**config.mk**
```make
export PLATFORM = sky130hd
export DESIGN_NAME = indirect_byte_access
export DESIGN_NICKNAME = d
export VERILOG_FILES = /design/src/rtl/iba_pkg.sv /design/src/rtl/iba_addr_latch.sv /design/src/rtl/iba_strobe_timer.sv /design/src/rtl/iba_seq_fsm.sv /design/src/rtl/indirect_byte_access.sv
export SDC_FILE = /design/constraint.sdc
export NUM_CORES = 1
export LEC_CHECK = 0
export ABC_AREA = 0
export BUFFER_PORTS_ARGS = -buffer_cell sky130_fd_sc_hd__clkbuf_2
export CAP_MARGIN = 5
export CORE_AREA = 2 2 81 64
export DETAILED_ROUTE_END_ITERATION = 6
export DIE_AREA = 0 0 83 66
export GPL_TIMING_DRIVEN = 0
export HOLD_SLACK_MARGIN = 0.03
export PLACE_DENSITY = 0.77
export SETUP_SLACK_MARGIN = 0.15
export SYNTH_ARGS = -nofsm -noshare
export SYNTH_HDL_FRONTEND = slang
export SYNTH_SLANG_ARGS = --single-unit
```
**constraint.sdc**
```tcl
create_clock -name clk -period 1.8 [get_ports clk]
set_input_delay 0.27 -clock clk [delete_from_list [all_inputs] [get_ports clk]]
set_output_delay 0.27 -clock clk [all_outputs]
set_load 0.02 [all_outputs]
```
**src/rtl/iba_pkg.sv**
```systemverilog
// Shared types for the indirect byte access sequencer.
// Assumes: nothing beyond being compiled first.
package iba_pkg;
    typedef enum logic [1:0] {
        ST_IDLE   = 2'd0,
        ST_ADDR   = 2'd1,
        ST_STROBE = 2'd2,
        ST_CLEAR  = 2'd3
    } iba_state_e;
endpackage

```
**src/rtl/iba_addr_latch.sv**
```systemverilog
// Address register for the peripheral port.
// Loads the request address on acceptance and holds it until the next load.
// Assumes: load is only raised when a request is accepted.
module iba_addr_latch #(
    parameter int ADDR_W = 18
) (
    input  logic              clk,
    input  logic              rst_n,
    input  logic              load,
    input  logic [ADDR_W-1:0] addr_in,
    output logic [ADDR_W-1:0] addr_q
);
    // Capture the address on load; clear it on reset.
    always_ff @(posedge clk) begin
        if (!rst_n)
            addr_q <= '0;
        else if (load)
            addr_q <= addr_in;
    end
endmodule

```
**src/rtl/iba_strobe_timer.sv**
```systemverilog
// Counts the cycles of the strobe phase.
// Flags the last cycle once the strobe has been high WAIT_CYCLES cycles.
// Assumes: WAIT_CYCLES >= 1, and run stays high for the whole strobe.
module iba_strobe_timer #(
    parameter int WAIT_CYCLES = 20
) (
    input  logic clk,
    input  logic rst_n,
    input  logic run,
    output logic last
);
    localparam int CW = (WAIT_CYCLES < 2) ? 1 : $clog2(WAIT_CYCLES + 1);
    localparam logic [CW-1:0] LAST_CNT = CW'(WAIT_CYCLES - 1);

    logic [CW-1:0] cnt;

    // Count strobe cycles; restart whenever the strobe is not running.
    always_ff @(posedge clk) begin
        if (!rst_n || !run)
            cnt <= '0;
        else
            cnt <= cnt + 1'b1;
    end

    // Mark the final strobe cycle.
    always_comb last = run && (cnt == LAST_CNT);
endmodule

```
**src/rtl/iba_seq_fsm.sv**
```systemverilog
// Access sequencer: idle -> address setup -> strobe -> clear.
// Drives the port control word, captures read data and pulses done.
// Assumes: strobe_last comes from a timer that runs while in ST_STROBE.
module iba_seq_fsm
    import iba_pkg::*;
#(
    parameter int DATA_W = 8
) (
    input  logic              clk,
    input  logic              rst_n,
    input  logic              req_valid,
    input  logic              req_write,
    input  logic [DATA_W-1:0] req_wdata,
    input  logic              strobe_last,
    input  logic [DATA_W-1:0] rom_rdata,
    output iba_state_e        state,
    output logic              load_addr,
    output logic              rom_sel,
    output logic              rom_rd,
    output logic              rom_wr,
    output logic [DATA_W-1:0] rom_wdata,
    output logic              done,
    output logic [DATA_W-1:0] done_rdata
);
    logic              dir_wr;
    logic [DATA_W-1:0] wbyte;

    // Accept a request only in idle.
    always_comb load_addr = (state == ST_IDLE) && req_valid;

    // State sequencing and registered control word.
    always_ff @(posedge clk) begin
        if (!rst_n) begin
            state      <= ST_IDLE;
            dir_wr     <= 1'b0;
            wbyte      <= '0;
            rom_sel    <= 1'b0;
            rom_rd     <= 1'b0;
            rom_wr     <= 1'b0;
            rom_wdata  <= '0;
            done       <= 1'b0;
            done_rdata <= '0;
        end else begin
            case (state)
                ST_IDLE: begin
                    done <= 1'b0;
                    if (req_valid) begin
                        state  <= ST_ADDR;
                        dir_wr <= req_write;
                        wbyte  <= req_wdata;
                    end
                end
                ST_ADDR: begin
                    state     <= ST_STROBE;
                    rom_sel   <= 1'b1;
                    rom_rd    <= !dir_wr;
                    rom_wr    <= dir_wr;
                    rom_wdata <= dir_wr ? wbyte : '0;
                end
                ST_STROBE: begin
                    if (strobe_last) begin
                        state      <= ST_CLEAR;
                        rom_sel    <= 1'b0;
                        rom_rd     <= 1'b0;
                        rom_wr     <= 1'b0;
                        rom_wdata  <= '0;
                        done       <= 1'b1;
                        done_rdata <= dir_wr ? '0 : rom_rdata;
                    end
                end
                default: begin
                    done  <= 1'b0;
                    state <= ST_IDLE;
                end
            endcase
        end
    end
endmodule

```
**src/rtl/indirect_byte_access.sv**
```systemverilog
// Top of the indirect byte access sequencer.
// Takes one host request at a time and runs it as address setup, a fixed-length strobe and a clear step.
// Assumes: a single host; rom_rdata is valid by the final strobe cycle.
module indirect_byte_access
    import iba_pkg::*;
#(
    parameter int ADDR_W      = 18,
    parameter int DATA_W      = 8,
    parameter int WAIT_CYCLES = 20
) (
    input  logic              clk,
    input  logic              rst_n,
    input  logic              req_valid,
    input  logic              req_write,
    input  logic [ADDR_W-1:0] req_addr,
    input  logic [DATA_W-1:0] req_wdata,
    output logic              req_ready,
    output logic              busy,
    output logic              done,
    output logic [DATA_W-1:0] done_rdata,
    output logic [ADDR_W-1:0] rom_addr,
    output logic              rom_sel,
    output logic              rom_rd,
    output logic              rom_wr,
    output logic [DATA_W-1:0] rom_wdata,
    input  logic [DATA_W-1:0] rom_rdata
);
    iba_state_e state;
    logic       load_addr;
    logic       strobe_last;
    logic       strobe_run;

    // Status seen by the host.
    always_comb begin
        busy       = (state != ST_IDLE);
        req_ready  = !busy;
        strobe_run = (state == ST_STROBE);
    end

    iba_addr_latch #(.ADDR_W(ADDR_W)) u_addr (
        .clk    (clk),
        .rst_n  (rst_n),
        .load   (load_addr),
        .addr_in(req_addr),
        .addr_q (rom_addr)
    );

    iba_strobe_timer #(.WAIT_CYCLES(WAIT_CYCLES)) u_timer (
        .clk  (clk),
        .rst_n(rst_n),
        .run  (strobe_run),
        .last (strobe_last)
    );

    iba_seq_fsm #(.DATA_W(DATA_W)) u_fsm (
        .clk        (clk),
        .rst_n      (rst_n),
        .req_valid  (req_valid),
        .req_write  (req_write),
        .req_wdata  (req_wdata),
        .strobe_last(strobe_last),
        .rom_rdata  (rom_rdata),
        .state      (state),
        .load_addr  (load_addr),
        .rom_sel    (rom_sel),
        .rom_rd     (rom_rd),
        .rom_wr     (rom_wr),
        .rom_wdata  (rom_wdata),
        .done       (done),
        .done_rdata (done_rdata)
    );
endmodule

```
==> impl_metrics.toml, run 1 <==
[clocking]
hold_buffers = 0
htreeDepth = 2
clkSinkCount = 54
cts_root_buf = "clkbuf_8"
cts_tree = "yes"
clockBufferDepth = 2
cts_setup_buffers = 0
cts_buffers = 5
clk-insertion-delay-late_ps = 300
cts.clk_slew.worst_paths_ps = 100

[synthesis]
synth_cell_types = 31
synth_ff_type = "dfxtp_1"
ys_top_cells_by_count = "nand2_1, dfxtp_1, a21boi_0"
ys_ff_latch = 54
seq_area_frac_synth_pct = 48.4
yosys.area.top_type = "dfxtp_1"
yosys_warnings = 0
syn_inst = 245
synth_edf_count = 0
synth_nets = 288
syn_avg_cell_area_sq_um = 9.12
synth_top_area_share_pct = 48.4
netlist_area_sq_mm = 0.00223
ys_top_cells_by_area = "dfxtp_1, a21boi_0, nand2_1, a21boi_1, nand4b_1"
synth_most_common_cell = "nand2_1"
async_reset_ff_share_pct = 0

[power]
max-vdd-ir-drop_v = 0.000567
p_int_w = 0.00218
pwr-share-seq_pct = 42.7
p_total_w = 0.00341
p_leak_nw = 1.23
pwr_density_cell_mw_per_mm2 = 1210
combPwrFrac_pct = 34.0
p_switching_w = 0.00122
swShare_pct = 35.9
clkPwrFrac_pct = 23.3

[sta]
finalSetupViolCount = 0
slew_headroom_pct = 70.6
rsz0062_at_grt = "yes"
finClkSkew_ps = 6.18
drv_slew = 0
hold_violations = 0
finalCritPeriodShare_pct = 85.3
final.setup.tns_ps = 0
min_period_ps = 1540
worst_pin_slew_ps = 442
fmax_mhz = 651

[detailed_routing]
vias_per_cell = 5.05
drc = 0
routed_wl_um = 5080
route.antenna.remaining_nets = 0
drtIter0Drc = 72
wl_per_cell_um = 13.0
vias = 1968
firstDrtPassIters = 5

[floorplanning]
io_pins = 78
die_h_um = 66
fp.dieW_um = 83
coreArea_sq_mm = 0.00471
fp.dieArea_sq_mm = 0.00548
initial_core_util_pct = 47.4
rows = 22

[cells_and_area]
drive_gt1_share_pct = 31.2
syn_to_final_growth_pct = 26.1
n_antenna_cell = 0
nNetsFinal = 372

[worst_setup_path]
cp_data_arrival_time_ps = 1270
r2r_slack_ps = 310
critical_path.most_common_cell = "inv_1"
reg2reg_to = "u_fsm.rom_wdata[0]"
crit_cells = 4
worst_setup_path_start_kind = "flop"
critPathLaunch = "u_fsm.state[0]"
crit_family = "flip-flops"
crit_end = "busy"
worstSetupEndpointType = "output port"
worstPathCellList = "inv_1, ha_2, inv_1, clkbuf_2"
slowest_stage = "dfxtp_1"
critPathBufInv = 3
crit_required_ps = 1530
path_class = "flop to output port"
ff2ff_path_depth = 6
reg2reg_from = "u_fsm.state[0]"
crit_path_max_fanout = 5
slowest_delay_ps = 400

[global_routing]
antenna_found_initial = 0
grt_usage_pct = 18.8
grt_pass1_wl_um = 8220
grt_overflow = 0
grt_max_degree = 17
first_global_vias = 1825

[job]
max_cap_viol_count = 0

[placement]
io_buffers = 77
gp_congestion = 0.798
hpwl_um = 3710

[run_status]
outcome = "complete, no violations"

[min_path]
min_path_type = "input pin to flop"
==> worst reg2reg max path, stage by stage (launching register included) <==
cell,delay [ps]
dfxtp_1,400
inv_1,90
ha_2,240
and3b_1,210
buf_2,210
nand2_1,90
a21boi_0,180
==> cells in the final DEF, fill, tap and decap left out, types with 4 or more instances in the layout <==
cell type	n
o211ai_1	9
clkbuf_1	6
o21ai_0	7
a21boi_0	34
nor2_1	6
buf_2	4
buf_4	5
dfxtp_1	54
clkbuf_8	5
a21boi_1	10
nand2_1	67
clkbuf_2	77
inv_1	4
nand4b_1	8
==> power by group through the flow <==
stage	clock network, W	registers [W]	logic (W)
floorplan	0	0.00159	0.000659
global placement	0	0.00147	0.00111
detailed placement	0	0.00148	0.00114
CTS	0.000809	0.00146	0.00115
global route	0.000859	0.00147	0.00129
finish	0.000793	0.00146	0.00116
==> routing by layer <==
metal | up-vias | wire length [um] | part of all wire (%) | global-route usage [%]
li1 | 997 | - | - | -
met1 | 904 | 2390 | 47 | 24.3
met2 | 62 | 2320 | 46 | 31.3
met3 | 5 | 328 | 6.5 | 5.12
met4 | 0 | 40 | 0.79 | 5.12
met5 | - | 0 | 0 | 0
==> kinds of logic (layout without fill, tap and decap cells) <==
family	Yosys count	in the layout	share of synthesized area, %
AOI/OAI and AO/OA	68	68	22.3
xor gates and xnor gates	3	3	1.18
DFF	54	54	48.4
muxes	2	2	0.896
adders and majority gates	5	5	2.80
and+or+nand+nor	90	90	19.0
buffers and inverters	23	108	5.38
==> state kept, by name, summed over array words and instances, names as in the netlist <==
signal and cells:
u_fsm.rom_wdata 8, u_fsm.rom_wr 1, u_fsm.rom_sel 1, u_addr.addr_q 18
u_fsm.wbyte 8, u_fsm.done_rdata 8, u_timer.cnt 5, u_fsm.dir_wr 1
u_fsm.rom_rd 1, u_fsm.done 1, u_fsm.state 2
==> final cells by class <==
cell class	instances	area (sq um)
Buffer	18	106
Clock buffer	5	68.8
Clock inverter	3	40.0
Fill cell	445	1890
Inverter	5	18.8
Multi-Input combinational cell	168	1040
Sequential cell	54	1080
Tap cell	60	75.1
Timing Repair Buffer	77	385
==> through the flow <==
| step | cells | setup slack (ps) | hold slack (ps) | utilization, % | instance area, sq um |
|---|---|---|---|---|---|
| after floorplan | 245 | 332 | 415 | - | 2230 |
| after global placement | 382 | 225 | 439 | 57.2 | 2690 |
| after detailed placement | 382 | 142 | 450 | 57.2 | 2690 |
| after CTS | 390 | 195 | 183 | 59.6 | 2810 |
| after global routing | 390 | 138 | 191 | 59.8 | 2820 |
| final | 390 | 264 | 186 | 59.8 | 2820 |
==> worst min path at each step <==
stage / endpoint / depth (start not counted) / start
3_5_place_dp: u_timer.cnt[0] / 1 / u_timer.cnt[0]
4_1_cts: u_addr.addr_q[0] / 3 / req_addr[0]
6_report: u_fsm.wbyte[2] / 3 / req_wdata[2]
5_1_grt: u_fsm.wbyte[2] / 3 / req_wdata[2]
2_1_floorplan: u_addr.addr_q[0] / 2 / req_addr[0]
3_3_place_gp: u_timer.cnt[0] / 1 / u_timer.cnt[0]
==> what timing repair did <==
item / 4_1_cts / 5_1_grt
resized for setup: 1 / 5
setup endpoints to repair: 12 / 20
gates cloned: 0 / 0
Power figures use the tool's default switching activity.
==> inputs of run 2 (changes only) <==
ABC_AREA = 1   (was 0)
CORE_AREA = 2 2 79 62   (was 2 2 81 64)
DIE_AREA = 0 0 81 64   (was 0 0 83 66)
==> impl_metrics.toml, run 2 <==
[worst_setup_path]
crit_required_ps = 1530
reg2reg_to = "u_fsm.rom_wr"
path_class = "flop to output port"
reg2reg_from = "u_fsm.state[0]"
worstSetupEndpointType = "output port"
crit_path_max_fanout = 4
worst_setup_path_start_kind = "flop"
ff2ff_path_depth = 7
r2r_slack_ps = 310
cp_data_arrival_time_ps = 1270

[clocking]
htreeDepth = 2
hold_buffers = 0
cts_buffers = 5
cts_tree = "yes"
clk-insertion-delay-late_ps = 310
cts_root_buf = "clkbuf_8"
clockBufferDepth = 2
cts_setup_buffers = 0
clkSinkCount = 54
cts.clk_slew.worst_paths_ps = 90

[sta]
slew_headroom_pct = 77.7
finalCritPeriodShare_pct = 85.7
min_period_ps = 1540
holdWs_ps = 143
final.setup.tns_ps = 0
finalSetupViolCount = 0
drv_slew = 0
hold_violations = 0
worst_pin_slew_ps = 334
fmax_mhz = 648
finClkSkew_ps = 4.16
rsz0062_at_grt = "no"

[synthesis]
async_reset_ff_share_pct = 0
synth_ff_type = "dfxtp_1"
yosys.area.top_type = "dfxtp_1"
synth_top_family_by_area = "simple AND/OR/NAND/NOR gates"
seq_area_frac_synth_pct = 52.6
ys_top_cells_by_area = "dfxtp_1, nor2_1, o21ai_0, nand2_1, a21oi_1"
synth_top_area_share_pct = 52.6
ys_ff_latch = 54
yosys.area_share.adder_pct = 3.05
synth_xor_area_share_pct = 0
synth-compound-area-share_pct = 11.4
synth_most_common_cell = "nor2_1"
synth_cell_types = 21
synth_edf_count = 0
yosys_warnings = 0
ys_top_cells_by_count = "nor2_1, dfxtp_1, nand2_1"
netlist_area_sq_mm = 0.00205
synth_nets = 297
syn_avg_cell_area_sq_um = 8.09
synth-simple-area-share_pct = 27.5
syn_inst = 254
synth_mux_area_share_pct = 0

[detailed_routing]
route.antenna.remaining_nets = 0
met1_length_um = 2060
routed-wl-met2_um = 2080
drc = 0
vias_per_cell = 4.72
firstDrtPassIters = 4
wl_met3_um = 260
drtIter0Drc = 80
maxUsedRoutingLayer = "met4"
wl_per_cell_um = 11.4
routed_wl_um = 4520
vias = 1870

[placement]
io_buffers = 77
hpwl_um = 3460
gp_congestion = 0.720

[cells_and_area]
largest_reg_flops = 18
nNetsFinal = 381
layout.cells.most_common_list = "clkbuf_2, nor2_1, dfxtp_1"
fill_cells = 439
drive_gt1_share_pct = 31.6
final_common_cell = "clkbuf_2"
syn_to_final_growth_pct = 26.9
top_register = "u_addr.addr_q"
n_antenna_cell = 0

[min_path]
worstHoldStart = "rom_rdata[4]"
holdPathStages = 3
holdPathEnd = "u_fsm.done_rdata[4]"
min_path_type = "input pin to flop"

[floorplanning]
coreArea_sq_mm = 0.00436
io_pins = 78
rows = 21
fp.dieArea_sq_mm = 0.00518
fp.dieW_um = 81
die_h_um = 64
initial_core_util_pct = 47.1

[global_routing]
grt_overflow = 0
grt_usage_pct = 19.3
antenna_found_initial = 0
grt_max_degree = 16
grt_pass1_wl_um = 7700
first_global_vias = 1763

[power]
max-vdd-ir-drop_v = 0.000736
pwr_density_cell_mw_per_mm2 = 1290
p_leak_nw = 1.25

[job]
max_cap_viol_count = 0

[run_status]
outcome = "complete, no violations"
## run 2: changes by cell type in the layout (fill, tap and decap cells not counted), sizes merged, moves of 4 or more
cell,delta
o21ai,+20
inv,+10
nand4b,-8
buf,-4
o211ai,-9
nand4,+8
a21oi,+15
nor2,+58
nand2,-34
a21boi,-44
nand3,+13
## run 2: worst max path at each step
| stage | from | end | slack [ps] |
|---|---|---|---|
| floorplan | u_fsm.state[0] | u_fsm.state[0] | 330 |
| global placement | u_fsm.state[0] | u_addr.addr_q[11] | 310 |
| detailed placement | u_fsm.state[0] | u_addr.addr_q[6] | 220 |
| CTS | u_fsm.state[0] | u_addr.addr_q[6] | 190 |
| global route | u_fsm.state[1] | busy | 160 |
| finish | u_fsm.state[1] | busy | 260 |
## run 2: stage by stage
stage / power (W) / setup WS, ps / instances / cell area (sq um) / utilization [%]
global placement: 0.00266 / 308 / 388 / 2510 / 57.6
finish: 0.00335 / 257 / 396 / 2610 / 59.8
floorplan: 0.00234 / 331 / 254 / 2050 / -
global route: 0.00361 / 156 / 396 / 2610 / 59.8
detailed placement: 0.00271 / 216 / 388 / 2510 / 57.6
CTS: 0.00339 / 188 / 396 / 2600 / 59.7
## run 2: routing by layer
| layer | track usage [%] | vias to the layer above |
|---|---|---|
| li1 | - | 996 |
| met1 | 23.6 | 818 |
| met2 | 30.9 | 47 |
| met3 | 4.80 | 9 |
| met4 | 11.0 | 0 |
| met5 | 0 | - |
## run 2: repair_timing
item | 4_1_cts | 5_1_grt
setup endpoints to repair | 0 | 29
endpoints found under the hold margin | 0 | 0
resized for setup | 0 | 5
## run 2: cell type report
cell class / instances / area (sq um) / share of cell area [%]
multi-input combinational: 175 / 862 / 33.1
clock buffer: 7 / 86.3 / 3.31
inverter: 15 / 56.3 / 2.16
timing repair buffer: 77 / 385 / 14.8
sequential: 54 / 1080 / 41.5
buffer: 10 / 57.6 / 2.21
tap: 57 / 71.3 / 2.74
clock inverter: 1 / 5.00 / 0.192
## run 2: report_power, final
group          switching [W]  internal (W)
logic               0.000749      0.000384
clock network       0.000366      0.000311
registers           0.000128       0.00141
## run 2: worst max-delay path, cell delays in order, from the launching register on
cell	delay [ps]
dfxtp_1	400
inv_1	80
ha_1	240
inv_1	90
clkbuf_2	170
## run 2: cell families after synthesis
logic type,after synthesis
buffers and inverters,25
adders and majority gates,5
DFF,54
AOI/OAI and AO/OA,46
and+or+nand+nor,124
